[config.mk]
export PLATFORM = sky130hd
export DESIGN_NAME = wdt_keyed
export DESIGN_NICKNAME = d
export VERILOG_FILES = /design/src/rtl/dmtk_pkg.sv /design/src/rtl/dmtk_bus_dec.sv /design/src/rtl/dmtk_cfg_regs.sv /design/src/rtl/dmtk_counter.sv /design/src/rtl/dmtk_guard.sv /design/src/rtl/wdt_keyed.sv
export SDC_FILE = /design/constraint.sdc
export NUM_CORES = 1
export LEC_CHECK = 0
export ABC_AREA = 1
export ABC_CLOCK_PERIOD_IN_PS = 8800
export BUFFER_PORTS_ARGS = -buffer_cell sky130_fd_sc_hd__buf_4
export CAP_MARGIN = 20
export CORE_MARGIN = 2
export CORE_UTILIZATION = 35
export CTS_CLUSTER_SIZE = 28
export DETAILED_ROUTE_END_ITERATION = 16
export PLACE_DENSITY = 0.48
export SYNTH_ARGS = -nofsm -noshare
export SYNTH_HDL_FRONTEND = slang
export SYNTH_SLANG_ARGS = --single-unit
[constraint.sdc]
create_clock -name clk_i -period 8.8 [get_ports clk_i]
set_clock_uncertainty 0.2 [all_clocks]
set_input_delay 0.44 -clock clk_i [delete_from_list [all_inputs] [get_ports clk_i]]
set_output_delay 0.44 -clock clk_i [all_outputs]
set_load 0.02 [all_outputs]
[src/rtl/dmtk_pkg.sv]
`timescale 1ns/1ps
package dmtk_pkg;

  localparam int unsigned BUS_W   = 32;
  localparam int unsigned ADR_W   = 8;

  typedef enum logic [3:0] {
    SEL_CTRL   = 4'd0,
    SEL_ARM    = 4'd1,
    SEL_KICK   = 4'd2,
    SEL_STAT   = 4'd3,
    SEL_CNT    = 4'd4,
    SEL_CAUSE  = 4'd5,
    SEL_PERIOD = 4'd6,
    SEL_WINDOW = 4'd7
  } dmtk_sel_e;

  typedef enum logic [1:0] {
    AL_WRITE = 2'd0,
    AL_CLR   = 2'd1,
    AL_SET   = 2'd2,
    AL_NONE  = 2'd3
  } dmtk_alias_e;

  localparam int unsigned EN_BIT    = 15;
  localparam int unsigned ST_WIN    = 0;
  localparam int unsigned ST_EVT    = 5;
  localparam int unsigned ST_BAD2   = 6;
  localparam int unsigned ST_BAD1   = 7;
  localparam int unsigned CAUSE_BIT = 5;

  localparam logic [7:0] ARM_KEY  = 8'h40;
  localparam logic [7:0] KICK_KEY = 8'h08;

  typedef struct packed {
    logic ctrl;
    logic period;
    logic window;
    logic arm;
    logic kick;
    logic stat_clr;
    logic cause_clr;
  } dmtk_wr_t;

endpackage

[src/rtl/dmtk_bus_dec.sv]
`timescale 1ns/1ps
module dmtk_bus_dec
  import dmtk_pkg::*;
#(
  parameter int unsigned CNT_W = 32
) (
  input  logic [ADR_W-1:0] addr_i,
  input  logic             we_i,
  input  logic [BUS_W-1:0] wdata_i,
  input  logic             lock_i,
  output dmtk_wr_t         wr_o,
  output logic [1:0]       alias_o,
  output logic             en_bit_o,
  output logic [CNT_W-1:0] cfg_data_o,
  output logic [7:0]       arm_val_o,
  output logic [7:0]       kick_val_o,
  output logic [2:0]       flag_mask_o
);

  localparam int unsigned SEL_LSB = 4;
  localparam int unsigned AL_LSB  = 2;

  logic [3:0] sel;
  logic [1:0] al;
  logic       acc;
  logic       unused_bits;

  assign sel = addr_i[SEL_LSB +: 4];
  assign al  = addr_i[AL_LSB +: 2];
  assign acc = we_i & ~lock_i;

  always_comb begin
    wr_o           = '0;
    wr_o.ctrl      = acc && (sel == SEL_CTRL);
    wr_o.period    = acc && (sel == SEL_PERIOD);
    wr_o.window    = acc && (sel == SEL_WINDOW);
    wr_o.arm       = acc && (sel == SEL_ARM)  && (al == AL_WRITE);
    wr_o.kick      = acc && (sel == SEL_KICK) && (al == AL_WRITE);
    wr_o.stat_clr  = acc && (sel == SEL_STAT) && (al == AL_CLR);
    wr_o.cause_clr = acc && (sel == SEL_CAUSE) && (al == AL_CLR) && wdata_i[CAUSE_BIT];
  end

  assign alias_o     = al;
  assign en_bit_o    = wdata_i[EN_BIT];
  assign cfg_data_o  = wdata_i[CNT_W-1:0];
  assign arm_val_o   = wdata_i[15:8];
  assign kick_val_o  = wdata_i[7:0];
  assign flag_mask_o = {wdata_i[ST_BAD1], wdata_i[ST_BAD2], wdata_i[ST_EVT]};
  assign unused_bits = ^{addr_i[1:0], wdata_i};

endmodule

[src/rtl/dmtk_cfg_regs.sv]
`timescale 1ns/1ps
module dmtk_cfg_regs
  import dmtk_pkg::*;
#(
  parameter int unsigned       CNT_W      = 32,
  parameter logic [CNT_W-1:0]  RST_PERIOD = CNT_W'(100000),
  parameter logic [CNT_W-1:0]  RST_WINDOW = CNT_W'(1000)
) (
  input  logic             clk_i,
  input  logic             rst_ni,
  input  dmtk_wr_t         wr_i,
  input  logic [1:0]       alias_i,
  input  logic             en_bit_i,
  input  logic [CNT_W-1:0] cfg_data_i,
  output logic             en_o,
  output logic [CNT_W-1:0] period_o,
  output logic [CNT_W-1:0] window_o,
  output logic             lock_o
);

  logic             en_q, en_d, en_ce;
  logic [CNT_W-1:0] period_q, period_d;
  logic [CNT_W-1:0] window_q, window_d;
  logic             lock_q, lock_d;

  function automatic logic [CNT_W-1:0] merge(input logic [CNT_W-1:0] cur,
                                             input logic [CNT_W-1:0] val,
                                             input logic [1:0]       al);
    case (al)
      AL_WRITE: merge = val;
      AL_CLR:   merge = cur & ~val;
      AL_SET:   merge = cur | val;
      default:  merge = cur;
    endcase
  endfunction

  always_comb begin
    case (alias_i)
      AL_WRITE: en_d = en_bit_i;
      AL_CLR:   en_d = en_q & ~en_bit_i;
      AL_SET:   en_d = en_q | en_bit_i;
      default:  en_d = en_q;
    endcase
    if (!wr_i.ctrl) en_d = en_q;
    en_ce    = wr_i.ctrl;
    period_d = merge(period_q, cfg_data_i, alias_i);
    window_d = merge(window_q, cfg_data_i, alias_i);
    lock_d   = en_q & ~en_d;
  end

  always_ff @(posedge clk_i or negedge rst_ni) begin
    if (!rst_ni) begin
      en_q     <= 1'b0;
      period_q <= RST_PERIOD;
      window_q <= RST_WINDOW;
      lock_q   <= 1'b0;
    end else begin
      if (en_ce)        en_q     <= en_d;
      if (wr_i.period)  period_q <= period_d;
      if (wr_i.window)  window_q <= window_d;
      lock_q <= lock_d;
    end
  end

  assign en_o     = en_q;
  assign period_o = period_q;
  assign window_o = window_q;
  assign lock_o   = lock_q;

endmodule

[src/rtl/dmtk_counter.sv]
`timescale 1ns/1ps
module dmtk_counter #(
  parameter int unsigned CNT_W = 32
) (
  input  logic             clk_i,
  input  logic             rst_ni,
  input  logic             en_i,
  input  logic             restart_i,
  input  logic [CNT_W-1:0] period_i,
  input  logic [CNT_W-1:0] window_i,
  output logic [CNT_W-1:0] cnt_o,
  output logic             win_o,
  output logic             tmo_o
);

  localparam logic [CNT_W-1:0] ZERO = '0;
  localparam logic [CNT_W-1:0] ONE  = CNT_W'(1);

  logic [CNT_W-1:0] cnt_q, cnt_d, thr;
  logic             cnt_ce;

  always_comb begin
    thr   = (window_i >= period_i) ? ZERO : (period_i - window_i);
    tmo_o = en_i && (cnt_q >= period_i);
    win_o = en_i && (cnt_q >= thr) && (cnt_q < period_i);
    if (!en_i)                      cnt_d = ZERO;
    else if (restart_i || tmo_o)    cnt_d = ZERO;
    else                            cnt_d = cnt_q + ONE;
    cnt_ce = en_i || (cnt_q != ZERO);
  end

  always_ff @(posedge clk_i or negedge rst_ni) begin
    if (!rst_ni)     cnt_q <= ZERO;
    else if (cnt_ce) cnt_q <= cnt_d;
  end

  assign cnt_o = cnt_q;

endmodule

[src/rtl/dmtk_guard.sv]
`timescale 1ns/1ps
module dmtk_guard
  import dmtk_pkg::*;
(
  input  logic       clk_i,
  input  logic       rst_ni,
  input  logic       en_i,
  input  logic       win_i,
  input  logic       tmo_i,
  input  dmtk_wr_t   wr_i,
  input  logic [7:0] arm_val_i,
  input  logic [7:0] kick_val_i,
  input  logic [2:0] flag_mask_i,
  output logic       restart_o,
  output logic [2:0] flags_o,
  output logic       cause_o,
  output logic       req_o
);

  logic       arm_q, arm_d, arm_ce;
  logic [2:0] flg_q, flg_d, clr_m, set_m;
  logic       flg_ce;
  logic       cause_q, cause_d;
  logic       req_q;
  logic       arm_wr, kick_wr, arm_ok, kick_ok, bad1, bad2, hit;

  always_comb begin
    arm_wr  = wr_i.arm  & en_i;
    kick_wr = wr_i.kick & en_i;
    arm_ok  = arm_wr && (arm_val_i == ARM_KEY);
    kick_ok = kick_wr && (kick_val_i == KICK_KEY) && arm_q && win_i;
    bad1    = arm_wr & ~arm_ok;
    bad2    = kick_wr & ~kick_ok;
    hit     = tmo_i | bad1 | bad2;

    if (!en_i || tmo_i || bad1 || kick_wr) arm_d = 1'b0;
    else if (arm_ok)                       arm_d = 1'b1;
    else                                   arm_d = arm_q;
    arm_ce = (arm_d != arm_q);

    clr_m  = wr_i.stat_clr ? flag_mask_i : 3'b000;
    set_m  = {bad1, bad2, hit};
    flg_d  = (flg_q & ~clr_m) | set_m;
    flg_ce = wr_i.stat_clr | hit;

    cause_d = hit | (cause_q & ~wr_i.cause_clr);
  end

  always_ff @(posedge clk_i or negedge rst_ni) begin
    if (!rst_ni) begin
      arm_q   <= 1'b0;
      flg_q   <= 3'b000;
      cause_q <= 1'b0;
      req_q   <= 1'b0;
    end else begin
      if (arm_ce) arm_q <= arm_d;
      if (flg_ce) flg_q <= flg_d;
      cause_q <= cause_d;
      req_q   <= hit;
    end
  end

  assign restart_o = kick_ok;
  assign flags_o   = flg_q;
  assign cause_o   = cause_q;
  assign req_o     = req_q;

endmodule

[src/rtl/wdt_keyed.sv]
`timescale 1ns/1ps
module wdt_keyed
  import dmtk_pkg::*;
#(
  parameter int unsigned      CNT_W      = 32,
  parameter logic [CNT_W-1:0] RST_PERIOD = CNT_W'(100000),
  parameter logic [CNT_W-1:0] RST_WINDOW = CNT_W'(1000)
) (
  input  logic        clk_i,
  input  logic        rst_ni,
  input  logic [7:0]  addr_i,
  input  logic        we_i,
  input  logic [31:0] wdata_i,
  output logic [31:0] rdata_o,
  output logic        rst_req_o,
  output logic        rst_cause_o
);

  logic [1:0]       rst_sync_q;
  logic             rst_n_s;
  dmtk_wr_t         wr;
  logic [1:0]       wr_alias;
  logic             en_bit;
  logic [CNT_W-1:0] cfg_data;
  logic [7:0]       arm_val, kick_val;
  logic [2:0]       flag_mask;
  logic             en_q, lock_q, win, tmo, restart;
  logic [CNT_W-1:0] period_q, window_q, cnt_q;
  logic [2:0]       flags;

  always_ff @(posedge clk_i or negedge rst_ni) begin
    if (!rst_ni) rst_sync_q <= 2'b00;
    else         rst_sync_q <= {rst_sync_q[0], 1'b1};
  end
  assign rst_n_s = rst_sync_q[1];

  dmtk_bus_dec #(.CNT_W(CNT_W)) u_dec (
    .addr_i      (addr_i),
    .we_i        (we_i),
    .wdata_i     (wdata_i),
    .lock_i      (lock_q),
    .wr_o        (wr),
    .alias_o     (wr_alias),
    .en_bit_o    (en_bit),
    .cfg_data_o  (cfg_data),
    .arm_val_o   (arm_val),
    .kick_val_o  (kick_val),
    .flag_mask_o (flag_mask)
  );

  dmtk_cfg_regs #(.CNT_W(CNT_W), .RST_PERIOD(RST_PERIOD), .RST_WINDOW(RST_WINDOW)) u_cfg (
    .clk_i      (clk_i),
    .rst_ni     (rst_n_s),
    .wr_i       (wr),
    .alias_i    (wr_alias),
    .en_bit_i   (en_bit),
    .cfg_data_i (cfg_data),
    .en_o       (en_q),
    .period_o   (period_q),
    .window_o   (window_q),
    .lock_o     (lock_q)
  );

  dmtk_counter #(.CNT_W(CNT_W)) u_cnt (
    .clk_i     (clk_i),
    .rst_ni    (rst_n_s),
    .en_i      (en_q),
    .restart_i (restart),
    .period_i  (period_q),
    .window_i  (window_q),
    .cnt_o     (cnt_q),
    .win_o     (win),
    .tmo_o     (tmo)
  );

  dmtk_guard u_grd (
    .clk_i       (clk_i),
    .rst_ni      (rst_n_s),
    .en_i        (en_q),
    .win_i       (win),
    .tmo_i       (tmo),
    .wr_i        (wr),
    .arm_val_i   (arm_val),
    .kick_val_i  (kick_val),
    .flag_mask_i (flag_mask),
    .restart_o   (restart),
    .flags_o     (flags),
    .cause_o     (rst_cause_o),
    .req_o       (rst_req_o)
  );

  always_comb begin
    rdata_o = '0;
    if (!lock_q) begin
      case (addr_i[7:4])
        SEL_CTRL:   rdata_o[EN_BIT] = en_q;
        SEL_STAT: begin
          rdata_o[ST_WIN]  = win;
          rdata_o[ST_EVT]  = flags[0];
          rdata_o[ST_BAD2] = flags[1];
          rdata_o[ST_BAD1] = flags[2];
        end
        SEL_CNT:    rdata_o = BUS_W'(cnt_q);
        SEL_CAUSE:  rdata_o[CAUSE_BIT] = rst_cause_o;
        SEL_PERIOD: rdata_o = BUS_W'(period_q);
        SEL_WINDOW: rdata_o = BUS_W'(window_q);
        default:    rdata_o = '0;
      endcase
    end
  end

endmodule

==> results of run 1 <==
layout make-up:
class / instances / area (um2)
Clock buffer: 11 / 233
Clock inverter: 5 / 80.1
Fill cell: 3148 / 17200
Inverter: 196 / 738
Multi-Input combinational cell: 1207 / 6610
Sequential cell: 106 / 2670
Tap cell: 384 / 480
Timing Repair Buffer: 87 / 656
synthesized netlist by cell type, types with 8 or more instances:
| master | n | area (um2) |
|---|---|---|
| nor3_1 | 17 | 85.1 |
| ha_1 | 103 | 1290 |
| o21ai_0 | 224 | 1120 |
| nor2_1 | 176 | 661 |
| a21oi_1 | 77 | 385 |
| dfstp_2 | 12 | 315 |
| nor4_1 | 16 | 100 |
| a21o_1 | 9 | 67.6 |
| o221ai_1 | 24 | 210 |
| o22ai_1 | 8 | 50.1 |
| dfrtp_1 | 94 | 2350 |
| nand3_1 | 69 | 345 |
| buf_2 | 8 | 40.0 |
| or2_2 | 15 | 93.8 |
| nand2_1 | 364 | 1370 |
| xor2_1 | 19 | 166 |
| inv_1 | 188 | 706 |
| nand4_1 | 19 | 119 |
| clkbuf_1 | 27 | 101 |
critical path: stages, from the launching register on:
cell     delay [ps]
dfstp_2         540
inv_1            60
ha_1            420
a21oi_1         100
nand2_1         180
a21oi_1         130
o21ai_2         290
nand2_1          90
nand2_1         170
nand2_4         170
inv_4           290
nand3_1         120
ha_1            310
a21oi_1         140
o21ai_0         120
nand2_1          80
nand3_1         120
a21oi_1         250
nand2_1         160
nand3_1         490
nand2_1         670
nor2_1          270
what timing repair did:
| action | in CTS | in global routing |
|---|---|---|
| gates resized for setup | 0 | 0 |
| hold buffers | 1 | 0 |
| endpoints found under the hold margin | 2 | 0 |
| endpoints found under the setup margin | 0 | 0 |
final timing paths:
path | start | end | slack (ps)
worst max-delay path | u_cfg.window_o[3] | u_cnt.cnt_o[22] | 3300
worst min register to register | rst_sync_q[0] | rst_sync_q[1] | 160
max in group asynchronous | rst_sync_q[1] | u_cfg.period_o[1] | 6920
worst min-delay path | rst_sync_q[0] | rst_sync_q[1] | 160
min in group asynchronous | rst_sync_q[1] | u_cfg.period_o[11] | 190
worst max register to register | u_cfg.window_o[3] | u_cnt.cnt_o[22] | 3300
flip-flops by register name, indices dropped and copies added (netlist names):
signal and flops:
u_cfg.period_o 32, u_cfg.window_o 32, u_cnt.cnt_o 32, u_grd.flags_o 3, rst_sync_q 2, u_cfg.en_o 1, u_cfg.lock_o 1, u_grd.arm_q 1
u_grd.cause_o 1, u_grd.req_o 1
report_power, final:
part,switching (mW),leakage (nW),internal [mW]
logic,0.943,4.03,0.494
registers,0.0835,1.32,0.587
clock network,0.211,0.146,0.250
routing by layer:
metal / share of wire (%) / vias to the layer above / routed length [um] / GRT usage [%]
met2: 44 / 304 / 16300 / 38.4
met3: 4.7 / 35 / 1740 / 2.18
met5: 0 / - / 0 / 0
met1: 50 / 4969 / 18500 / 36.2
li1: - / 5300 / - / -
met4: 1.5 / 0 / 556 / 5.90
logic make-up after synthesis:
family | Yosys count
buffers and inverters | 240
flip-flops | 106
AO/OA/AOI/OAI | 375
AND/OR/NAND/NOR | 704
other | 1
adder cells (fa/ha/maj) | 104
XOR/XNOR | 23
==> results_tabular.tex, run 1 <==
\begin{tabular}{lr}
\hline
Metric & Value \\
\hline
\multicolumn{2}{l}{\textbf{Power}} \\
\quad Power, Total & between 2 and 3 mW \\
\quad Leakage power total & between 5 and 6 nW \\
\quad Power per unit of standard cell area & $\sim$220 nW/um2 \\
\quad Maximum resistive drop on vdd & $\sim$0.000084 V \\
\multicolumn{2}{l}{\textbf{Clock tree}} \\
\quad Maximum buffer depth of the clock tree & 2 \\
\quad Clk Tree Root Cell & clkbuf\_16 \\
\quad Total setup buffers inserted after CTS & 0 \\
\quad Number of H-tree levels & 3 \\
\quad Clock transition at the registers of the reported paths & 80 ps \\
\quad TritonCTS clock tree & done \\
\quad Worst skew pair latency & 370 ps \\
\quad TritonCTS sink count & about 110 \\
\quad Num CTS Buffers & 9 \\
\multicolumn{2}{l}{\textbf{Synthesis}} \\
\quad Adder and majority gate portion of the synthesized area & between 10\% and 20\% \\
\quad Sequential area share after synthesis & 26.2\% \\
\quad Predominant post-synthesis flop cell & dfrtp\_1 \\
\quad Xor/xnor cell area share of the yosys netlist & just under 2\% \\
\quad Netlist cell types & 49 \\
\quad Cell area after synthesis & about 10,000 um2 \\
\quad Largest family of logic cells by synthesized area & simple AND/OR/NAND/NOR gates \\
\quad Fraction of registers with async set or reset after synthesis & 100\% \\
\quad Mean area per synthesized cell & 6.56 um2 \\
\quad Synth Area in Simple Gates & between 20 and 30\% \\
\quad Mux contribution to synthesized area & 0\% \\
\quad Number of enable-type register cells in the synthesized netlist & 0 \\
\quad Count of mapped cells out of synthesis & about 1,600 \\
\quad Synth warnings & 0 \\
\quad Compound-cell area share of the yosys netlist & between 20\% and 30\% \\
\quad Synthesized Nets & $\sim$1,700 \\
\quad Number of storage elements in the synthesis netlist & roughly 110 \\
\multicolumn{2}{l}{\textbf{Detailed routing}} \\
\quad Routed wire per std cell & roughly 19 um \\
\quad DR vias & 10,600 \\
\quad Overall routed net length & 37,100 um \\
\quad Post-detailed-route DRC marker count & 0 \\
\quad First-iteration detailed-routing DRC count & $\sim$770 \\
\quad Number of detailed-route iterations in the first pass & 5 \\
\quad Number of nets with antenna violations after routing & 0 \\
\quad Detailed-route vias per instance & $\sim$5.3 \\
\multicolumn{2}{l}{\textbf{Worst hold path}} \\
\quad HP Class & flip-flop to flip-flop \\
\quad Worst hold path stage count & 0 \\
\multicolumn{2}{l}{\textbf{Worst setup path}} \\
\quad Arrival time of the worst setup path & about 5600 ps \\
\quad Cells on worst reg2reg path & 21 \\
\quad Setup crit end kind & flip-flop \\
\quad Endpoint required time on the critical path & between 8000 and 9000 ps \\
\quad CP Class & flip-flop to flip-flop \\
\quad Type of element launching the critical path & flip-flop \\
\quad Largest driver fanout on the critical path & 25 \\
\multicolumn{2}{l}{\textbf{STA}} \\
\quad Portion of the clock cycle consumed by the worst path in the final layout & between 60\% and 70\% \\
\quad Minimum clock period & roughly 5500 ps \\
\quad Fin Hold WS & around 160 ps \\
\quad Crit path setup slack, layout & 3300 ps \\
\quad Setup tns final & 0 ps \\
\quad Hold Vio Cnt, Final & 0 \\
\quad Final Slew Violations & 0 \\
\quad Headroom to the max-slew limit & roughly 33\% \\
\quad Worst slew pin tran & around 1000 ps \\
\quad RSZ-0062 raised after global routing & false \\
\quad Peak Freq & between 0.15 and 0.2 GHz \\
\quad Final setup vio count & 0 \\
\multicolumn{2}{l}{\textbf{Outcome}} \\
\quad Status & finished, final reports clean \\
\multicolumn{2}{l}{\textbf{Finish}} \\
\quad Area Growth Syn to Fin & 12.5\% \\
\quad End-of-flow core utilization & roughly two fifths \\
\quad Antenna diode instance count & 0 \\
\quad Number of nets in the finished design & about 1,800 \\
\quad Final std cell area, no fill & approximately 11,000 um2 \\
\quad Fraction of layout cells with a size suffix above 1 & about a tenth \\
\quad Number of standard cells in the layout, taps in and fillers out & approximately 2,000 \\
\quad Most used cells in the layout excluding fill and tap cells & 364 x nand2\_1, 224 x o21ai\_0, 188 x inv\_1 \\
\quad Most common cell after layout, fill and taps aside & nand2\_1 \\
\multicolumn{2}{l}{\textbf{Floorplanning}} \\
\quad Vertical extent of the die & 175 um \\
\quad Count of boundary I/O pins & slightly below 80 \\
\quad Die width & roughly 170 um \\
\quad Number of core rows & 62 \\
\quad Effective utilization at floorplan & 35.5\% \\
\quad Total Die Area & 30,500 um2 \\
\quad Placeable Area & approximately 29,000 um2 \\
\multicolumn{2}{l}{\textbf{Job}} \\
\quad Max-cap violations & 0 \\
\multicolumn{2}{l}{\textbf{Global route}} \\
\quad Number of global-route vias before repair & 9,998 \\
\quad GRT Residual Overflow & 0 \\
\quad First-pass GRT wire length & slightly below 60,000 um \\
\quad Maximum number of pins on one net before global-route repair & 66 \\
\quad Combined global-route utilization of all metal layers & $\sim$24\% \\
\quad Antenna violations before repair & 1 \\
\multicolumn{2}{l}{\textbf{Place}} \\
\quad Port Buf Inserts & 74 \\
\quad Cell total after placement & 1,979 \\
\quad Post-Place Cell Area & approximately 11,000 um2 \\
\quad Post-Place Setup Slack & approximately 3300 ps \\
\quad Routability congestion estimate from global placement & around 0.89 \\
\quad Detail Placement HPWL & about 28,000 um \\
\hline
\end{tabular}
(Power assumes the default switching activity.)
==> inputs of run 2 (changes only) <==
--- a/config.mk
+++ b/config.mk
@@ -6,7 +6,7 @@
 export NUM_CORES = 1
 export LEC_CHECK = 0
 export ABC_AREA = 1
-export ABC_CLOCK_PERIOD_IN_PS = 8800
+export ABC_CLOCK_PERIOD_IN_PS = 5650
 export BUFFER_PORTS_ARGS = -buffer_cell sky130_fd_sc_hd__buf_4
 export CAP_MARGIN = 20
 export CORE_MARGIN = 2
==> constraint.sdc (replaced) <==
create_clock -name clk_i -period 5.65 [get_ports clk_i]
set_clock_uncertainty 0.2 [all_clocks]
set_input_delay 0.2825 -clock clk_i [delete_from_list [all_inputs] [get_ports clk_i]]
set_output_delay 0.2825 -clock clk_i [all_outputs]
set_load 0.02 [all_outputs]
==> run 2 against run 1 <==
  * Design area rose by 0.18%
  * Power is 55% higher
  * Highest routed layer unchanged
  * First-iteration DRC count decreased by 4.3%
  * Via count decreased by 1.1%
  * Largest power group unchanged
  * Routed wire length fell by 0.31%
  * Global-route usage rose by 0.12 points
==> results_tabular.tex, run 2 (synthesized netlist as in run 1, its figures left out) <==
\begin{tabular}{lr}
\hline
Metric & Value \\
\hline
\multicolumn{2}{l}{\textbf{Outcome}} \\
\quad Status & finished, final reports clean \\
\multicolumn{2}{l}{\textbf{Floorplanning}} \\
\quad Die width & 175 um (unchanged) \\
\quad Number of core rows & 62 (unchanged) \\
\quad Effective utilization at floorplan & 35.5\% (unchanged) \\
\quad Vertical extent of the die & 175 um (unchanged) \\
\quad Count of boundary I/O pins & 77 (unchanged) \\
\quad Placeable Area & 28,700 um2 (unchanged) \\
\quad Total Die Area & 30,500 um2 (unchanged) \\
\multicolumn{2}{l}{\textbf{STA}} \\
\quad Final Slew Violations & 0 (unchanged) \\
\quad Portion of the clock cycle consumed by the worst path in the final layout & roughly 88\% \\
\quad Peak Freq & 0.200 GHz \\
\quad Minimum clock period & about 5000 ps \\
\quad RSZ-0062 raised after global routing & false \\
\quad Hold Vio Cnt, Final & 0 (unchanged) \\
\quad Final setup vio count & 0 (unchanged) \\
\quad Headroom to the max-slew limit & 41.3\% (+8.3 points) \\
\quad Worst slew pin tran & 875 ps (-123 ps) \\
\quad Setup tns final & 0 ps (unchanged) \\
\multicolumn{2}{l}{\textbf{Global route}} \\
\quad Maximum number of pins on one net before global-route repair & 65 (-1.5\%) \\
\quad Combined global-route utilization of all metal layers & 24.6\% (+0.12 points) \\
\quad First-pass GRT wire length & 58,200 um (+0.33\%) \\
\quad GRT Residual Overflow & 0 (unchanged) \\
\quad Antenna violations before repair & 0 (-1) \\
\quad Number of global-route vias before repair & 10,200 (+1.7\%) \\
\multicolumn{2}{l}{\textbf{Job}} \\
\quad Max-cap violations & 0 (unchanged) \\
\multicolumn{2}{l}{\textbf{Detailed routing}} \\
\quad Number of nets with antenna violations after routing & 0 (unchanged) \\
\quad Routed wire per std cell & 18.5 um (-0.36\%) \\
\quad DR vias & 10,500 (-1.1\%) \\
\quad Overall routed net length & 37,000 um (-0.31\%) \\
\quad Post-detailed-route DRC marker count & 0 (unchanged) \\
\quad Detailed-route vias per instance & 5.25 (-1.2\%) \\
\quad First-iteration detailed-routing DRC count & 734 (-4.3\%) \\
\quad Number of detailed-route iterations in the first pass & 5 (unchanged) \\
\multicolumn{2}{l}{\textbf{Worst setup path}} \\
\quad Arrival time of the worst setup path & 4520 ps (-1050 ps) \\
\quad CP max-delay cell & dfrtp\_1 \\
\quad Setup crit end kind & output pin \\
\quad Type of element launching the critical path & flip-flop \\
\quad Endpoint required time on the critical path & 5170 ps (-3700 ps) \\
\quad CP Class & flip-flop to output pin \\
\quad Largest driver fanout on the critical path & 25 (unchanged) \\
\quad Maximum single-stage delay on the critical path & 400 ps (-270 ps) \\
\quad Dominant cell type by count on the critical path & nand2\_1 \\
\multicolumn{2}{l}{\textbf{Clock tree}} \\
\quad Num CTS Buffers & 9 (unchanged) \\
\quad Worst skew pair latency & 380 ps (about the same) \\
\quad Maximum buffer depth of the clock tree & 2 (unchanged) \\
\quad Number of H-tree levels & 3 (unchanged) \\
\quad Clk Tree Root Cell & clkbuf\_16 \\
\quad Total setup buffers inserted after CTS & 0 (unchanged) \\
\quad Clock transition at the registers of the reported paths & 70 ps (about the same) \\
\quad TritonCTS sink count & 106 (unchanged) \\
\quad TritonCTS clock tree & done \\
\multicolumn{2}{l}{\textbf{Finish}} \\
\quad Fillcell total & 3,162 (+0.44\%) \\
\quad Number of nets in the finished design & 1,755 (+0.057\%) \\
\quad Most used cells in the layout excluding fill and tap cells & 364 x nand2\_1, 224 x o21ai\_0, 188 x inv\_1 \\
\quad Fraction of layout cells with a size suffix above 1 & 10.2\% (+0.18 points) \\
\quad Antenna diode instance count & 0 (unchanged) \\
\quad Final std cell area, no fill & 11,500 um2 (+0.18\%) \\
\quad Most common cell after layout, fill and taps aside & nand2\_1 \\
\quad Area Growth Syn to Fin & 12.7\% \\
\multicolumn{2}{l}{\textbf{Power}} \\
\quad Maximum resistive drop on vdd & 0.000174 V (+110\%) \\
\quad Power per unit of standard cell area & 346 nW/um2 (+54\%) \\
\quad Leakage power total & 5.52 nW (+0.31\%) \\
\multicolumn{2}{l}{\textbf{Place}} \\
\quad Routability congestion estimate from global placement & 0.880 (-0.87\%) \\
\quad Post-Place Cell Area & 11,100 um2 (unchanged) \\
\quad Port Buf Inserts & 74 (unchanged) \\
\quad Detail Placement HPWL & 28,000 um (about the same) \\
\multicolumn{2}{l}{\textbf{Worst hold path}} \\
\quad HP Class & input port to asynchronous set/reset pin \\
\hline
\end{tabular}
==> run 2: worst max-delay path, delay by kind of cell, from the launching register on <==
kind,cells,cell delay (ps)
buf+inv,6,750
flops,1,400
compound gates,3,620
fa+ha+maj,3,720
simple gates,15,1670
==> run 2: worst paths after layout <==
path / start / endpoint / slack [ps] / depth (start not counted)
max in group asynchronous: rst_sync_q[1] / u_cfg.period_o[1] / 3720 / 1
min in group clk_i: wdata_i[18] / u_cfg.period_o[18] / 60 / 5
hold reg to reg: rst_sync_q[0] / rst_sync_q[1] / 160 / 0
setup reg to reg: u_cfg.period_o[0] / u_cnt.cnt_o[20] / 800 / 27
setup / recovery: u_cfg.period_o[0] / rdata_o[0] / 650 / 27
hold / removal: rst_ni / rst_sync_q[1] / 30 / 2
==> run 2: final cells by class <==
type | instances | area (um2) | area share (%)
multi-input cells | 1207 | 6610 | 57.5
inverters | 196 | 738 | 6.43
well taps | 384 | 480 | 4.18
flip-flops and latches | 106 | 2670 | 23.3
clock buffers | 10 | 239 | 2.08
repair buffers | 88 | 683 | 5.95
clock inverters | 6 | 66.3 | 0.577
==> run 2: report_power, final <==
| part | total (mW) | internal (mW) | switching (mW) | leakage, nW |
|---|---|---|---|---|
| registers | 1.05 | 0.915 | 0.131 | 1.32 |
| logic | 2.23 | 0.771 | 1.46 | 4.04 |
| clock network | 0.699 | 0.358 | 0.340 | 0.152 |
| total | 3.97 | 2.04 | 1.93 | 5.52 |
==> run 2: repair_timing <==
action,4_1_cts,5_1_grt
endpoints found under the hold margin,2,0
hold buffers,1,0
resized for setup,0,0
==> run 2: metal layers <==
| metal | up-vias | part of all wire [%] | track usage (%) |
|---|---|---|---|
| met2 | 249 | 44 | 39.5 |
| met5 | - | 0 | 0 |
| met4 | 0 | 1.4 | 5.38 |
| li1 | 5289 | - | - |
| met1 | 4916 | 49 | 34.6 |
| met3 | 34 | 5.1 | 4.33 |
==> run 2: metrics by stage <==
| step | instances | worst slack [ps] | hold slack, ps | total power [mW] | utilization, % |
|---|---|---|---|---|---|
| after global placement | 1979 | 884 | -134 | 3.25 | 38.8 |
| after floorplan | 1553 | 2070 | -213 | 2.63 | - |
| after CTS | 1996 | 684 | 3.58 | 3.98 | 39.9 |
| final | 1997 | 650 | 28.8 | 3.97 | 40.0 |
| after detailed placement | 1979 | 827 | -134 | 3.27 | 38.8 |
| after global routing | 1997 | 314 | 31.3 | 4.35 | 40.0 |
